### config.mk
export PLATFORM = sky130hd
export DESIGN_NAME = bank_row_tracker
export DESIGN_NICKNAME = d
export VERILOG_FILES = /design/src/rtl/brt_pkg.sv /design/src/rtl/brt_rst_sync.sv /design/src/rtl/brt_bank_slot.sv /design/src/rtl/brt_cmd_check.sv /design/src/rtl/brt_lookup.sv /design/src/rtl/bank_row_tracker.sv
export SDC_FILE = /design/constraint.sdc
export NUM_CORES = 1
export LEC_CHECK = 0
export BUFFER_PORTS_ARGS = -buffer_cell sky130_fd_sc_hd__buf_2
export CAP_MARGIN = 20
export CORE_ASPECT_RATIO = 1.2
export CORE_MARGIN = 2
export CORE_UTILIZATION = 56
export CTS_BUF_LIST = sky130_fd_sc_hd__clkbuf_8
export DETAILED_ROUTE_END_ITERATION = 8
export PLACE_DENSITY = 0.83
export SYNTH_ARGS = -nofsm -noshare
export SYNTH_HDL_FRONTEND = slang
export SYNTH_SLANG_ARGS = --single-unit
### constraint.sdc
create_clock -name clk -period 4.12 [get_ports clk]
set_input_delay 0.206 -clock clk [delete_from_list [all_inputs] [get_ports clk]]
set_output_delay 0.206 -clock clk [all_outputs]
set_load 0.02 [all_outputs]
### src/rtl/brt_pkg.sv
package brt_pkg;
  typedef enum logic [2:0] {
    OP_NONE  = 3'd0,
    OP_ACT   = 3'd1,
    OP_PRE   = 3'd2,
    OP_PREA  = 3'd3,
    OP_RD    = 3'd4,
    OP_WR    = 3'd5
  } brt_op_e;

  typedef enum logic [1:0] {
    LK_CLOSED = 2'd0,
    LK_HIT    = 2'd1,
    LK_MISS   = 2'd2
  } brt_lookup_e;
endpackage

### src/rtl/brt_rst_sync.sv
module brt_rst_sync (
  input  logic clk,
  input  logic rst_n,
  output logic rst_n_sync
);
  logic [1:0] stage_q;

  always_ff @(posedge clk or negedge rst_n) begin
    if (!rst_n) stage_q <= 2'b00;
    else        stage_q <= {stage_q[0], 1'b1};
  end

  assign rst_n_sync = stage_q[1];
endmodule

### src/rtl/brt_bank_slot.sv
module brt_bank_slot #(
  parameter int ROW_W = 16
) (
  input  logic             clk,
  input  logic             rst_n,
  input  logic             open_en,
  input  logic             close_en,
  input  logic [ROW_W-1:0] row_in,
  output logic             open_q,
  output logic [ROW_W-1:0] row_q
);
  logic             open_d;
  logic [ROW_W-1:0] row_d;

  always_comb begin
    open_d = open_q;
    row_d  = row_q;
    if (close_en) begin
      open_d = 1'b0;
    end else if (open_en) begin
      open_d = 1'b1;
      row_d  = row_in;
    end
  end

  always_ff @(posedge clk or negedge rst_n) begin
    if (!rst_n) begin
      open_q <= 1'b0;
      row_q  <= '0;
    end else begin
      open_q <= open_d;
      row_q  <= row_d;
    end
  end
endmodule

### src/rtl/brt_cmd_check.sv
module brt_cmd_check
  import brt_pkg::*;
#(
  parameter int BANK_W = 3,
  localparam int NB = 1 << BANK_W
) (
  input  logic              cmd_valid,
  input  logic [2:0]        cmd_op,
  input  logic [BANK_W-1:0] cmd_bank,
  input  logic [NB-1:0]     open_vec,
  output logic [NB-1:0]     open_en,
  output logic [NB-1:0]     close_en,
  output logic              act_bad,
  output logic              acc_bad
);
  logic [NB-1:0] sel;
  logic          tgt_open;

  always_comb begin
    sel      = '0;
    sel[cmd_bank] = 1'b1;
    tgt_open = open_vec[cmd_bank];
    open_en  = '0;
    close_en = '0;
    act_bad  = 1'b0;
    acc_bad  = 1'b0;
    if (cmd_valid) begin
      unique case (cmd_op)
        OP_ACT: begin
          if (tgt_open) act_bad = 1'b1;
          else          open_en = sel;
        end
        OP_PRE:  close_en = sel;
        OP_PREA: close_en = '1;
        OP_RD, OP_WR: acc_bad = !tgt_open;
        default: ;
      endcase
    end
  end
endmodule

### src/rtl/brt_lookup.sv
module brt_lookup
  import brt_pkg::*;
#(
  parameter int BANK_W = 3,
  parameter int ROW_W  = 16,
  localparam int NB = 1 << BANK_W
) (
  input  logic [NB-1:0]            open_vec,
  input  logic [NB-1:0][ROW_W-1:0] row_vec,
  input  logic [BANK_W-1:0]        qry_bank,
  input  logic [ROW_W-1:0]         qry_row,
  output logic [1:0]               qry_result
);
  always_comb begin
    if (!open_vec[qry_bank])              qry_result = LK_CLOSED;
    else if (row_vec[qry_bank] == qry_row) qry_result = LK_HIT;
    else                                  qry_result = LK_MISS;
  end
endmodule

### src/rtl/bank_row_tracker.sv
module bank_row_tracker #(
  parameter int BANK_W = 3,
  parameter int ROW_W  = 16,
  localparam int NB = 1 << BANK_W
) (
  input  logic              clk,
  input  logic              rst_n,
  input  logic              cmd_valid,
  input  logic [2:0]        cmd_op,
  input  logic [BANK_W-1:0] cmd_bank,
  input  logic [ROW_W-1:0]  cmd_row,
  input  logic [BANK_W-1:0] qry_bank,
  input  logic [ROW_W-1:0]  qry_row,
  output logic [1:0]        qry_result,
  output logic [NB-1:0]     open_mask,
  output logic              viol_act,
  output logic              viol_acc
);
  logic                     rst_n_i;
  logic [NB-1:0]            open_vec;
  logic [NB-1:0][ROW_W-1:0] row_vec;
  logic [NB-1:0]            open_en;
  logic [NB-1:0]            close_en;
  logic                     act_bad;
  logic                     acc_bad;
  logic                     viol_act_d;
  logic                     viol_acc_d;

  brt_rst_sync u_rst (.clk(clk), .rst_n(rst_n), .rst_n_sync(rst_n_i));

  brt_cmd_check #(.BANK_W(BANK_W)) u_chk_cmd (
    .cmd_valid(cmd_valid), .cmd_op(cmd_op), .cmd_bank(cmd_bank),
    .open_vec(open_vec), .open_en(open_en), .close_en(close_en),
    .act_bad(act_bad), .acc_bad(acc_bad)
  );

  for (genvar b = 0; b < NB; b++) begin : g_bank
    brt_bank_slot #(.ROW_W(ROW_W)) u_slot (
      .clk(clk), .rst_n(rst_n_i),
      .open_en(open_en[b]), .close_en(close_en[b]),
      .row_in(cmd_row), .open_q(open_vec[b]), .row_q(row_vec[b])
    );
  end

  brt_lookup #(.BANK_W(BANK_W), .ROW_W(ROW_W)) u_lookup (
    .open_vec(open_vec), .row_vec(row_vec),
    .qry_bank(qry_bank), .qry_row(qry_row), .qry_result(qry_result)
  );

  always_comb begin
    viol_act_d = act_bad;
    viol_acc_d = acc_bad;
  end

  always_ff @(posedge clk or negedge rst_n_i) begin
    if (!rst_n_i) begin
      viol_act <= 1'b0;
      viol_acc <= 1'b0;
    end else begin
      viol_act <= viol_act_d;
      viol_acc <= viol_acc_d;
    end
  end

  assign open_mask = open_vec;
endmodule

==> run_results.csv, run 1 <==
group,metric,value,unit
synthesis,synth_xor_xnor_area_share,1.75,%
global_routing,grtUsageTotal,24.4,%
clock_tree,postCtsResizedCells,0,
route,vias,4033,
synthesis,synth_top_family_by_area,"multiplexers",
power,p_per_area,436,nW/µm²
timing,report.final.hold_viol_count,0,
timing,finalSetupViolCount,0,
floorplanning,std_cell_rows,44,
clock_tree,cts_hold_buf,1,
synthesis,synth_area,7000,µm²
setup_path,worstSetupPathType,"in -> out",
setup_path,slowest_stage,"buf_2",
layout,final_common_cell,"dfrtp_1",
setup_path,path_common_cell,"buf_2",
route,via_per_inst,5.86,
layout,area_delta_synth_final,10.8,%
route,first_iter_violations,267,
layout,drive_above_1_share,51.3,%
timing,skew,8.34,ps
synthesis,synth_compound_area_share,3.45,%
clock_tree,cts-buffers-inserted,17,
layout,nets,557,
timing,relSlewSlack,39.0,%
setup_path,crit_family,"buffers and inverters",
layout,final_util,63.7,%
timing,worst_pin_slew,915,ps
layout,finalInstanceArea,7750,µm²
min_path,hold_class,"in -> reg",
global_routing,grt_antenna_before_repair,1,
setup_path,crit_buf_inv,3,
synthesis,muxShareOfSynthArea,36.7,%
layout,fillers,857,
synthesis,synth-seq-cells,140,
layout,final_cell_mix,"dfrtp_1 (139), mux2_2 (72), mux2_4 (72)",
floorplanning,dieArea,13400,µm²
power,ir_drop,215,µV
clock_tree,htree_num_levels,4,
timing,rsz0062_at_grt,"false",
floorplanning,die_w,106,µm
route,firstDrtPassIters,5,
placed_design,dp_hpwl,9330,µm
placed_design,portBuffers,55,
setup_path,end_kind,"output pin",
route,wire_per_inst,22.0,µm
placed_design,dpl_cell_area,7310,µm²
synthesis,synth-edff-count,0,
synthesis,seq_area_frac_synth,50.1,%
status,status,"finished, final reports clean",
synthesis,synth_fp_nets,505,
placed_design,pre_cts_slack,901,ps
route,ant_nets,0,
flow_run,maxCapViolations,0,
timing,slew_viol_final,0,
timing,fin_crit,3210,ps
timing,layout_setup_ws,912,ps
clock_tree,cts_sinks,140,
power,p_leak,4.04,nW
route,routed_wirelength,15100,µm
clock_tree,cts_setup_buffers,0,
global_routing,grt_pass1_wl,24600,µm
synthesis,ys_types,39,
synthesis,synthAdderAreaFrac,0,%
synthesis,ys.flop_type,"dfrtp_1",
timing,whs,44.7,ps
setup_path,path_cells,"buf_2 -> buf_4 -> mux4_2 -> mux2i_1 -> xnor2_1 -> or4_1 -> nor4b_1 -> buf_2",
clock_tree,clkSlewWorstSetupHoldPaths,70,ps
global_routing,gr-total-overflow,0,
setup_path,cp_max_fo,22,
global_routing,first_global_vias,4433,
floorplanning,die_h,126,µm
synthesis,syn-instance-count,461,
timing,tns,0,ps
setup_path,required,3910,ps
placed_design,gp_congestion,0.836,
setup_path,critPathArrivalTime,3000,ps
setup_path,critPathLaunchType,"primary input",
route,post-route-drc-count,0,
synthesis,synth_area_per_cell,15.2,µm²
floorplanning,start_util,57.5,%
setup_path,cp_slowest_stage_delay,560,ps
clock_tree,clock_path_buffers,2,
synthesis,synth_warnings,0,
global_routing,grt_start_max_net_pins,71,
clock_tree,cts_tree,"yes",
clock_tree,cts_root_buffer,"clkbuf_8",
clock_tree,clock_latency,460,ps
floorplanning,ios,56,
timing,fin_crit_sh,77.9,%
floorplanning,core,12200,µm²
synthesis,synthArstFlopShare,100,%
synthesis,yosys.area_share.simple,4.74,%
timing,fmax,312,MHz
final timing paths:
| check | from | to | slack [ps] | depth (start not counted) |
|---|---|---|---|---|
| max | qry_bank[0] | qry_result[0] | 910 | 8 |
| min | cmd_op[2] | viol_acc$_DFF_PN0_ | 40 | 2 |
| max reg2reg | g_bank[3].u_slot.open_q$_DFFE_PN0P_ | g_bank[0].u_slot.row_q[15]$_DFFE_PN0P_ | 1380 | 6 |
| min reg2reg | u_rst.stage_q[0]$_DFF_PN0_ | u_rst.stage_q[1]$_DFF_PN0_ | 360 | 0 |
| max in group asynchronous | u_rst.stage_q[1]$_DFF_PN0_ | g_bank[2].u_slot.row_q[11]$_DFFE_PN0P_ | 2510 | 1 |
| min in group asynchronous | rst_n | u_rst.stage_q[1]$_DFF_PN0_ | 60 | 2 |
cell type report:
type	count	area, µm²	share of cell area (%)
clock buffer	21	289	3.73
inverter	3	11.3	0.145
clock inverter	11	140	1.81
sequential	140	3510	45.2
multi-input combinational	289	3270	42.2
timing repair buffer	62	330	4.26
tap	161	201	2.60
antenna	1	2.50	0.0323
flip-flops by register name, summed over array words and instances (netlist names):
name,flops
g_bank.u_slot.row_q,128
u_rst.stage_q,2
viol_act,1
viol_acc,1
g_bank.u_slot.open_q,8
per-layer routing:
metal	global-route usage [%]	routed length, µm	vias to the layer above
li1	-	-	1799
met1	31.8	6420	2082
met2	38.7	7550	120
met3	5.96	720	32
met4	11.6	450	0
met5	0	0	-
report_power, final:
part           total (mW)  leakage (nW)  switching [mW]  internal [mW]
clock                1.19         0.210           0.529          0.658
combinational       0.525          1.97           0.208          0.317
sequential           1.66          1.86           0.115           1.55
cells by family after synthesis:
family                 after synthesis
AO/OA/AOI/OAI                       38
XOR/XNOR                            14
buffers and inverters               32
flip-flops                         140
multiplexers                       188
other                                1
AND/OR/NAND/NOR                     48
worst register-to-register path, stage by stage (launching register included):
cell and delay [ps]:
dfrtp_1 400, mux4_2 480, a222oi_1 500, nand4b_2 260, nor2_4 290, nand2_4 290
mux2_4 400
cells in the mapped netlist (2+ instances only):
library cell / number / share of area [%]
or4_1: 2 / 0.21
a21oi_1: 10 / 0.72
buf_6: 9 / 1.4
xor2_1: 10 / 1.3
and2_1: 3 / 0.27
mux2_4: 72 / 15
nand2_4: 8 / 1.3
a221oi_1: 6 / 0.75
nand2b_1: 2 / 0.18
nand4_1: 2 / 0.18
buf_2: 5 / 0.36
mux4_2: 19 / 6.1
mux2i_1: 25 / 3.6
o22ai_1: 7 / 0.63
nor2b_1: 6 / 0.54
xnor2_1: 4 / 0.50
nand2_1: 14 / 0.75
mux2_2: 72 / 12
o21ai_0: 9 / 0.64
buf_1: 3 / 0.16
a22oi_1: 2 / 0.21
clkbuf_1: 4 / 0.21
nor2_4: 2 / 0.32
nor2_1: 3 / 0.16
inv_1: 2 / 0.11
buf_4: 8 / 0.86
dfrtp_1: 140 / 50
through the flow:
stage,std cells,total power [mW]
detailed placement,654,2.20
CTS,687,3.38
finish,688,3.38
global placement,654,2.17
floorplan,461,2.06
global route,688,3.50
No activity file was read; power rests on OpenSTA's default activity.
==> run 2: changes to the inputs <==
--- a/config.mk
+++ b/config.mk
@@ -5,14 +5,15 @@
 export SDC_FILE = /design/constraint.sdc
 export NUM_CORES = 1
 export LEC_CHECK = 0
+export ABC_AREA = 1
 export BUFFER_PORTS_ARGS = -buffer_cell sky130_fd_sc_hd__buf_2
 export CAP_MARGIN = 20
 export CORE_ASPECT_RATIO = 1.2
 export CORE_MARGIN = 2
-export CORE_UTILIZATION = 56
+export CORE_UTILIZATION = 63
 export CTS_BUF_LIST = sky130_fd_sc_hd__clkbuf_8
 export DETAILED_ROUTE_END_ITERATION = 8
-export PLACE_DENSITY = 0.83
+export PLACE_DENSITY = 0.88
 export SYNTH_ARGS = -nofsm -noshare
 export SYNTH_HDL_FRONTEND = slang
 export SYNTH_SLANG_ARGS = --single-unit
==> constraint.sdc (replaced) <==
create_clock -name clk -period 3.17 [get_ports clk]
set_input_delay 0.1585 -clock clk [delete_from_list [all_inputs] [get_ports clk]]
set_output_delay 0.1585 -clock clk [all_outputs]
set_load 0.02 [all_outputs]
==> run_results.csv, run 2 <==
group,metric,value,unit
power,p_leak,4.14,nW
timing,report.final.hold_viol_count,0,
power,swShare,29.8,%
status,status,"finished, final reports clean",
timing,skew,9.35,ps
floorplanning,std_cell_rows,43,
placed_design,dp_hpwl,10700,µm
synthesis,yosys-top-cells-count,"nand2_1 (391), dfrtp_1 (140), inv_1 (105), o21ai_1 (105), nand3_1 (100)",
synthesis,syn-instance-count,1004,
layout,final_common_cell,"nand2_1",
flow_run,maxCapViolations,0,
synthesis,synth_xor_xnor_area_share,0,%
synthesis,synth_area_leader_cell,"dfrtp_1",
timing,layout_setup_ws,738,ps
timing,worst_pin_slew,849,ps
synthesis,synth-edff-count,0,
global_routing,grt_antenna_before_repair,0,
route,firstDrtPassIters,6,
synthesis,synth_warnings,0,
layout,fillers,974,
clock_tree,cts_tree,"yes",
synthesis,synth-seq-cells,140,
setup_path,path_common_cell,"nand2_1",
synthesis,synth_top_area_share,46.5,%
power,power_frac_comb,17.2,%
synthesis,seq_area_frac_synth,46.5,%
placed_design,gp_congestion,0.829,
timing,slew_viol_final,0,
floorplanning,ios,56,
setup_path,critPathLaunchType,"primary input",
global_routing,grt_start_max_net_pins,75,
route,ant_nets,0,
setup_path,r2r_setup_slack,1460,ps
timing,tns,0,ps
setup_path,r2r_end,"g_bank[7].u_slot.open_q$_DFFE_PN0P_",
synthesis,synthArstFlopShare,100,%
placed_design,portBuffers,55,
clock_tree,clkSlewWorstSetupHoldPaths,70,ps
placed_design,pre_cts_slack,789,ps
layout,drive_above_1_share,12.8,%
layout,final_cell_mix,"nand2_1 (391), dfrtp_1 (139), inv_1 (106)",
clock_tree,cts_sinks,140,
layout,nets,1074,
setup_path,r2r_start,"g_bank[7].u_slot.open_q$_DFFE_PN0P_",
synthesis,ys_types,27,
clock_tree,htree_num_levels,4,
setup_path,end_kind,"output pin",
route,post-route-drc-count,0,
floorplanning,dieArea,12900,µm²
power,pwr-share-clk,32.9,%
power,seqPwrFrac,49.9,%
clock_tree,cts-buffers-inserted,17,
timing,relSlewSlack,43.3,%
synthesis,synth_fp_nets,1048,
synthesis,muxShareOfSynthArea,0,%
global_routing,first_global_vias,6233,
clock_tree,clock_latency,450,ps
layout,largest_reg_flops,128,
route,vias,6577,
setup_path,worstSetupPathType,"in -> out",
floorplanning,die_w,104,µm
placed_design,dpl.cell_count,1165,
setup_path,crit_buf_inv,3,
setup_path,reg2regPathDepth,7,
route,routed_wirelength,17300,µm
setup_path,worst-path-stages,15,
layout,largest-register,"g_bank.u_slot.row_q",
synthesis,synth_top_family_by_area,"simple AND/OR/NAND/NOR gates",
synthesis,ys.flop_type,"dfrtp_1",
synthesis,synth_area_per_cell,7.50,µm²
synthesis,yosys.area_share.simple,29.6,%
floorplanning,start_util,64.8,%
timing,fin_crit_sh,76.7,%
synthesis,synthAdderAreaFrac,0,%
global_routing,gr-total-overflow,0,
setup_path,crit_family,"simple AND/OR/NAND/NOR gates",
route,via_per_inst,5.48,
power,p_per_area,536,nW/µm²
setup_path,slowest_stage,"buf_4",
synthesis,yosysMostFrequentCell,"nand2_1",
setup_path,cp_slowest_stage_delay,640,ps
setup_path,required,3010,ps
timing,fin_crit,2430,ps
route,first_iter_violations,415,
floorplanning,core,11600,µm²
layout,n_antenna_cell,0,
global_routing,grtUsageTotal,28.6,%
power,ir_drop,314,µV
power,p_int,3.01,mW
min_path,hold_class,"in -> async",
setup_path,path_cells,"buf_2 -> buf_4 -> nand2_1 -> nand2_1 -> nand2_1 -> nand3_1 -> nand2_1 -> nand2_1 -> nand2_1 -> nor2_1 -> nand2_1 -> nor2_1 -> nand2_1 -> nor2_1 -> buf_2",
clock_tree,clock_path_buffers,2,
timing,fmax,411,MHz
synthesis,synth_area,7530,µm²
timing,finalSetupViolCount,0,
layout,fin_cells,1200,
synthesis,synth_area_leaders,"dfrtp_1 (47%), nand2_1 (19%), o21ai_1 (7.0%)",
layout,area_delta_synth_final,6.24,%
synthesis,synth_compound_area_share,11.7,%
setup_path,critPathArrivalTime,2270,ps
power,p_switching,1.28,mW
timing,rsz0062_at_grt,"false",
floorplanning,die_h,124,µm
route,wire_per_inst,14.4,µm
global_routing,grt_pass1_wl,29200,µm
clock_tree,cts_root_buffer,"clkbuf_8",
layout,reg_top3,"g_bank.u_slot.row_q (128), g_bank.u_slot.open_q (8), u_rst.stage_q (2)",
setup_path,cp_max_fo,74,
-- run 2: cell types whose count changed in the layout (fill, tap and decap cells not counted), moves of 6 or more --
cell	before	now
mux2i_1	25	0
mux4_2	19	0
o21ai_2	0	23
inv_1	2	106
nor2_1	3	32
nand2_1	14	391
mux2_2	72	0
o21ai_1	0	105
nor2b_1	6	0
xor2_1	10	0
nand3_1	0	100
mux2_4	72	0
-- run 2: timing repair --
item	in CTS	in global routing
setup endpoints to repair	0	0
gates resized for setup	0	0
hold endpoints to repair	3	0
buffers inserted	0	0
hold buffers	3	0
-- run 2: worst max path at each step --
| stage | from | end | slack [ps] |
|---|---|---|---|
| finish | qry_bank[0] | qry_result[0] | 740 |
| global route | qry_bank[0] | qry_result[0] | 530 |
| CTS | qry_bank[0] | qry_result[0] | 780 |
| detailed placement | qry_bank[0] | qry_result[0] | 790 |
| global placement | qry_bank[0] | qry_result[0] | 810 |
| floorplan | u_rst.stage_q[1]$_DFF_PN0_ | g_bank[0].u_slot.open_q$_DFFE_PN0P_ | 840 |
-- run 2: layout make-up --
type	instances	area [µm²]	area share, %
flip-flops and latches	140	3510	43.8
multi-input cells	695	3110	38.9
inverters	112	425	5.31
repair buffers	64	375	4.69
clock buffers	19	262	3.27
well taps	157	196	2.45
clock inverters	13	125	1.56
-- run 2: cell families (layout without fill, tap and decap cells) --
group	after synthesis	count (layout)
AND/OR/NAND/NOR	539	539
buffers and inverters	169	208
AO/OA/AOI/OAI	155	155
flip-flops	140	140
other	1	1
-- run 2: metal layers --
layer,vias to the layer above,wire (µm),GRT usage (%)
li1,3202,-,-
met1,3129,7270,35.8
met2,218,8550,50.3
met3,28,1160,5.65
met4,0,301,9.88
met5,-,0,0
-- run 2: power by group through the flow --
stage / clock network (mW) / logic, mW / registers (mW)
final: 1.41 / 0.739 / 2.14
after global routing: 1.50 / 0.851 / 2.17
after CTS: 1.41 / 0.741 / 2.14
after detailed placement: 0 / 0.733 / 2.17
after global placement: 0 / 0.705 / 2.16
after floorplan: 0 / 0.575 / 2.16
-- run 2: worst register-to-register path, delay by kind of cell (launching register included) --
family	cells	cell delay (ps)
flops	1	380
compound gates	2	340
simple gates	3	630
buf+inv	2	230
-- run 2: per-stage QoR --
step	hold WS (ps)	total power [mW]	area (µm²)	utilization, %
2_1_floorplan	-137	2.73	7530	-
3_3_place_gp	-56.9	2.87	7590	65.3
3_5_place_dp	-52.4	2.90	7590	65.3
4_1_cts	5.76	4.29	8000	68.9
5_1_grt	7.21	4.52	8000	68.9
6_report	20.9	4.29	8000	68.9
